**src/rtl/addr_dec_pkg.sv**
```systemverilog
package addr_dec_pkg;

    // Ungated region hits, one flag per target.
    typedef struct packed {
        logic ram;
        logic rom;
        logic via0;
        logic via1;
        logic acia;
    } region_hit_t;

    localparam int unsigned NUM_TARGETS = 5;

endpackage

```
**src/rtl/bank_latch.sv**
```systemverilog
module bank_latch #(
    parameter int unsigned BANK_W = 8
) (
    input  logic              clk,
    input  logic              rst_n,
    input  logic              phi2,
    input  logic [BANK_W-1:0] data_i,
    output logic [BANK_W-1:0] bank_o
);

    typedef struct packed {
        logic [BANK_W-1:0] bank;
    } bank_state_t;

    bank_state_t st_d, st_q;

    // The capture is open through phase 1 and closed through phase 2.
    always_comb begin
        st_d = st_q;
        if (!phi2) begin
            st_d.bank = data_i;
        end
    end

    always_ff @(posedge clk or negedge rst_n) begin
        if (!rst_n) begin
            st_q <= '0;
        end else begin
            st_q <= st_d;
        end
    end

    assign bank_o = st_q.bank;

    assert_capture_follows_R1: assert property (@(posedge clk) disable iff (!rst_n)
        !phi2 |=> bank_o == $past(data_i));

    assert_hold_in_phase2_R2: assert property (@(posedge clk) disable iff (!rst_n)
        phi2 |=> $stable(bank_o));

endmodule

```
**src/rtl/region_decode.sv**
```systemverilog
module region_decode
    import addr_dec_pkg::*;
#(
    parameter int unsigned LO_W      = 16,
    parameter int unsigned BANK_W    = 8,
    parameter int unsigned IO_LAST   = 32'h0000_00FF,
    parameter int unsigned RAM_LAST  = 32'h0001_FFFF,
    parameter int unsigned ROM_LAST  = 32'h0003_FFFF,
    parameter int unsigned VIA_SHIFT = 4
) (
    input  logic [BANK_W-1:0] bank_i,
    input  logic [LO_W-1:0]   addr_i,
    output region_hit_t       hit_o
);

    localparam int unsigned FULL_W = LO_W + BANK_W;
    localparam logic [FULL_W-1:0] IO_LAST_W  = FULL_W'(IO_LAST);
    localparam logic [FULL_W-1:0] RAM_LAST_W = FULL_W'(RAM_LAST);
    localparam logic [FULL_W-1:0] ROM_LAST_W = FULL_W'(ROM_LAST);
    localparam logic [FULL_W-1:0] ONE_W      = FULL_W'(1);

    logic [FULL_W-1:0] full;

    always_comb begin
        full        = {bank_i, addr_i};
        hit_o.ram   = (full > IO_LAST_W)  && (full <= RAM_LAST_W);
        hit_o.rom   = (full > RAM_LAST_W) && (full <= ROM_LAST_W);
        hit_o.via0  = (full >> VIA_SHIFT) == '0;
        hit_o.via1  = (full >> VIA_SHIFT) == ONE_W;
        hit_o.acia  = (full >> (VIA_SHIFT + 1)) == ONE_W;
    end

endmodule

```
**src/rtl/phase_gate.sv**
```systemverilog
module phase_gate
    import addr_dec_pkg::*;
(
    input  logic        phi2,
    input  region_hit_t hit_i,
    output logic        ram_sel_n,
    output logic        rom_sel_n,
    output logic        via0_sel_n,
    output logic        via1_sel_n,
    output logic        acia_sel_n
);

    // Only RAM waits for phase 2; all other targets see the raw decode.
    always_comb begin
        ram_sel_n  = ~(hit_i.ram & phi2);
        rom_sel_n  = ~hit_i.rom;
        via0_sel_n = ~hit_i.via0;
        via1_sel_n = ~hit_i.via1;
        acia_sel_n = ~hit_i.acia;
    end

endmodule

```
**src/rtl/bank_addr_decoder.sv**
```systemverilog
module bank_addr_decoder
    import addr_dec_pkg::*;
#(
    parameter int unsigned LO_W      = 16,
    parameter int unsigned BANK_W    = 8,
    parameter int unsigned IO_LAST   = 32'h0000_00FF,
    parameter int unsigned RAM_LAST  = 32'h0001_FFFF,
    parameter int unsigned ROM_LAST  = 32'h0003_FFFF,
    parameter int unsigned VIA_SHIFT = 4
) (
    input  logic              clk,
    input  logic              rst_n,
    input  logic              phi2,
    input  logic [LO_W-1:0]   addr_i,
    input  logic [BANK_W-1:0] data_i,
    output logic [BANK_W-1:0] bank_o,
    output logic              ram_sel_n,
    output logic              rom_sel_n,
    output logic              via0_sel_n,
    output logic              via1_sel_n,
    output logic              acia_sel_n
);

    localparam int unsigned FULL_W = LO_W + BANK_W;
    localparam logic [FULL_W-1:0] IO_LAST_W  = FULL_W'(IO_LAST);
    localparam logic [FULL_W-1:0] RAM_LAST_W = FULL_W'(RAM_LAST);
    localparam logic [FULL_W-1:0] ROM_LAST_W = FULL_W'(ROM_LAST);
    localparam logic [FULL_W-1:0] PERIPH_END = FULL_W'(1) << (VIA_SHIFT + 2);

    region_hit_t hit;

    bank_latch #(.BANK_W(BANK_W)) u_bank (
        .clk    (clk),
        .rst_n  (rst_n),
        .phi2   (phi2),
        .data_i (data_i),
        .bank_o (bank_o)
    );

    region_decode #(
        .LO_W      (LO_W),
        .BANK_W    (BANK_W),
        .IO_LAST   (IO_LAST),
        .RAM_LAST  (RAM_LAST),
        .ROM_LAST  (ROM_LAST),
        .VIA_SHIFT (VIA_SHIFT)
    ) u_decode (
        .bank_i (bank_o),
        .addr_i (addr_i),
        .hit_o  (hit)
    );

    phase_gate u_gate (
        .phi2       (phi2),
        .hit_i      (hit),
        .ram_sel_n  (ram_sel_n),
        .rom_sel_n  (rom_sel_n),
        .via0_sel_n (via0_sel_n),
        .via1_sel_n (via1_sel_n),
        .acia_sel_n (acia_sel_n)
    );

    logic [FULL_W-1:0] full_addr;
    assign full_addr = {bank_o, addr_i};

    assert_ram_only_phase2_R3: assert property (@(posedge clk) disable iff (!rst_n)
        !phi2 |-> ram_sel_n);

    assert_ram_in_window_R3: assert property (@(posedge clk) disable iff (!rst_n)
        !ram_sel_n |-> (full_addr > IO_LAST_W) && (full_addr <= RAM_LAST_W));

    assert_rom_in_window_R4: assert property (@(posedge clk) disable iff (!rst_n)
        !rom_sel_n |-> (full_addr > RAM_LAST_W) && (full_addr <= ROM_LAST_W));

    assert_periph_low_page_R5: assert property (@(posedge clk) disable iff (!rst_n)
        !(via0_sel_n && via1_sel_n && acia_sel_n) |-> full_addr < PERIPH_END);

    assert_no_select_high_R8: assert property (@(posedge clk) disable iff (!rst_n)
        (full_addr > ROM_LAST_W) |->
            (ram_sel_n && rom_sel_n && via0_sel_n && via1_sel_n && acia_sel_n));

    assert_exclusive_R9: assert property (@(posedge clk) disable iff (!rst_n)
        $onehot0(~{ram_sel_n, rom_sel_n, via0_sel_n, via1_sel_n, acia_sel_n}));

endmodule

```
**config.mk**
```make
export PLATFORM = sky130hd
export DESIGN_NAME = bank_addr_decoder
export DESIGN_NICKNAME = d
export VERILOG_FILES = /design/src/rtl/addr_dec_pkg.sv /design/src/rtl/bank_latch.sv /design/src/rtl/region_decode.sv /design/src/rtl/phase_gate.sv /design/src/rtl/bank_addr_decoder.sv
export SDC_FILE = /design/constraint.sdc
export NUM_CORES = 1
export LEC_CHECK = 0
export BUFFER_PORTS_ARGS = -buffer_cell sky130_fd_sc_hd__buf_2
export CAP_MARGIN = 20
export CORE_AREA = 2 2 39 41
export DETAILED_ROUTE_END_ITERATION = 10
export DIE_AREA = 0 0 41 43
export MAX_ROUTING_LAYER = met4
export PLACE_DENSITY = 0.77
export RECOVER_POWER = 50
export SYNTH_ARGS = -nofsm -noshare
export SYNTH_HDL_FRONTEND = slang
export SYNTH_SLANG_ARGS = --single-unit
export TNS_END_PERCENT = 10
```
**constraint.sdc**
```tcl
create_clock -name clk -period 2.04 [get_ports clk]
set_input_delay 0.204 -clock clk [delete_from_list [all_inputs] [get_ports clk]]
set_output_delay 0.204 -clock clk [all_outputs]
set_load 0.02 [all_outputs]
```
==> results_dict.tcl <==
set metrics [dict create \
    synthToLayoutAreaGrowth_pct 57.4 \
    drive_gt1_share_pct 68.6 \
    synthDistinctLibCells 11 \
    powerDensity_nw_per_um2 637 \
    fin_ws_ns 0.124 \
    slowest_delay_ns 0.56 \
    first_pass_iters 1 \
    ys_seq_area_share_pct 50.2 \
    post-route-util_pct 45.4 \
    syn_area_per_cell_um2 12.5 \
    crit_start "u_bank.bank_o[2]" \
    hold_viol 0 \
    rrSetupSlack_ns 1.21 \
    power_leakage_nw 0.293 \
    avgRoutedWirePerCell_um 11.4 \
    min_from "data_i[4]" \
    finClkSkew_ns 0 \
    final_common_cell "buf_2" \
    r2r_end "u_bank.bank_o[1]" \
    setup_tns_ns 0 \
    setup_viol_count_final 0 \
    cts.htree.levels 1 \
    vias 416 \
    hold_ws_ns 0.185 \
    path_cells "or4_4 -> nor3_4 -> a31o_1 -> buf_2" \
    worstPathArrival_ns 1.71 \
    fmax_ghz 0.522 \
    syn_nets 59 \
    criticalPathCategory "flip-flop to output port" \
    die-area_um2 1760 \
    period_share_pct 93.9 \
    netlist.area_leader.share_pct 50.2 \
    start_kind "flip-flop" \
    antenna_left 0 \
    path_clk_slew_ns 0.05 \
    dp_hpwl_um 811 \
    fin_crit_ns 1.92 \
    cts_tree "done" \
    crit_buf_inv 1 \
    portBuffers 35 \
    cts.sinks 8 \
    timing_worst_slew_pin_value_ns 0.435 \
    grt_max_degree 10 \
    grt.total_usage_pct 12.1 \
    pin_count 40 \
    drc 0 \
    path_max_fanout 4 \
    cap_violations 0 \
    syn-instance-count 32 \
    min_path_type "input pin to flip-flop" \
    peakVddDrop_v 0.000284 \
    synth_area_um2 399 \
    pre_cts_ws_ns 0.395 \
    cts-buffers-inserted 3 \
    core-area_um2 1380 \
    antenna_found_initial 0 \
    clk_path_buf_depth 2 \
    rsz0062_at_grt "false" \
    wl_um 978 \
    cp.depth 4 \
    synth_area_leaders "dfrtp_1 (50%), mux2_2 (23%), nand4b_1 (4.4%), nor3_4 (4.1%), nand3_1 (3.8%)" \
    final_cell_mix "buf_2 (34), mux2_2 (8), dfrtp_1 (8), nor2_1 (4)" \
    synth-seq-cells 8 \
    crit_path_end "ram_sel_n" \
    drt-initial-drc-count 0 \
    cts-root-buf "clkbuf_4" \
    synth_top_area_cell "dfrtp_1" \
    die_y_um 43 \
    finalMaxSlewViolations 0 \
    largest_reg_flops 8 \
    grt-ovfl-total 0 \
    grt_pass1_wl_mm 1.41 \
    die_x_um 41 \
    clock_latency_ns 0.25 \
    r2r_start "u_bank.bank_o[1]" \
    status "finished, final reports clean" \
    r2r_cells 1 \
    cp_top_family "simple AND/OR/NAND/NOR gates" \
    nNetsFinal 99 \
    gp_congestion 0.633 \
    initial_utilization_pct 28.8 \
    first_global_vias 375 \
    relSlewSlack_pct 71.0 \
    ys_warn_count 0 \
    placementRows 14 \
    cp-end-kind "output port" \
    antenna_cells 0 \
    critPathSlowestCell "or4_4" \
    via_per_inst 4.84 \
    required_ns 1.84 \
]
[final cells by class]
type | count | area [um2]
Multi-Input combinational cell | 23 | 201
Sequential cell | 8 | 200
Timing Repair Buffer | 36 | 184
Tap cell | 16 | 20.0
Fill cell | 149 | 756
Clock buffer | 3 | 22.5
[what timing repair did]
action | 4_1_cts | 5_1_grt
buffers inserted | 0 | 0
hold buffers | 1 | 0
endpoints found under the hold margin | 8 | 0
endpoints found under the setup margin | 0 | 1
gates resized for setup | 0 | 1
[power breakdown]
part | total [mW] | switching [mW] | internal, mW | leakage [nW]
Clock | 0.117 | 0.0498 | 0.0671 | 0.0138
Combinational | 0.0921 | 0.0469 | 0.0452 | 0.186
Sequential | 0.191 | 0.0162 | 0.175 | 0.0935
Total | 0.400 | 0.113 | 0.287 | 0.293
[synth_stat cells]
library cell and n:
a31o_1 1, and4_1 1, clkbuf_1 1, dfrtp_1 8
mux2_2 8, nand3_1 3, nand4b_1 2, nor2_1 4
nor3_4 1, nor4_1 2, or4_4 1
[cell families (layout without fill, tap and decap cells)]
logic type | after synthesis | count (layout) | synth area share, %
muxes | 8 | 8 | 22.6
AOI/OAI and AO/OA | 1 | 1 | 2.19
buffers and inverters | 1 | 39 | 0.940
DFF | 8 | 8 | 50.2
and+or+nand+nor | 14 | 14 | 24.1
[worst min-delay path by stage]
stage	to	cells past startpoint	slack, ns
2_1_floorplan	u_bank.bank_o[0]	0	-0.09
3_5_place_dp	u_bank.bank_o[6]	1	0.06
5_1_grt	u_bank.bank_o[3]	2	0.18
6_report	u_bank.bank_o[4]	2	0.19
3_3_place_gp	u_bank.bank_o[3]	1	0.06
4_1_cts	u_bank.bank_o[4]	2	0.18
[through the flow]
step           total power, mW  area (um2)  std cells
2_1_floorplan            0.237         399         32
3_3_place_gp             0.280         591         82
3_5_place_dp             0.285         591         82
4_1_cts                  0.407         623         86
5_1_grt                  0.424         628         86
6_report                 0.400         628         86
[per-layer routing]
metal | share of wire (%) | routed length, um | GRT usage, %
met1 | 37 | 365 | 11.6
met2 | 50 | 487 | 20.6
met3 | 13 | 124 | 3.14
met4 | 0 | 0 | 6.00
met5 | 0 | 0 | -
No activity file was read; power rests on OpenSTA's default activity.
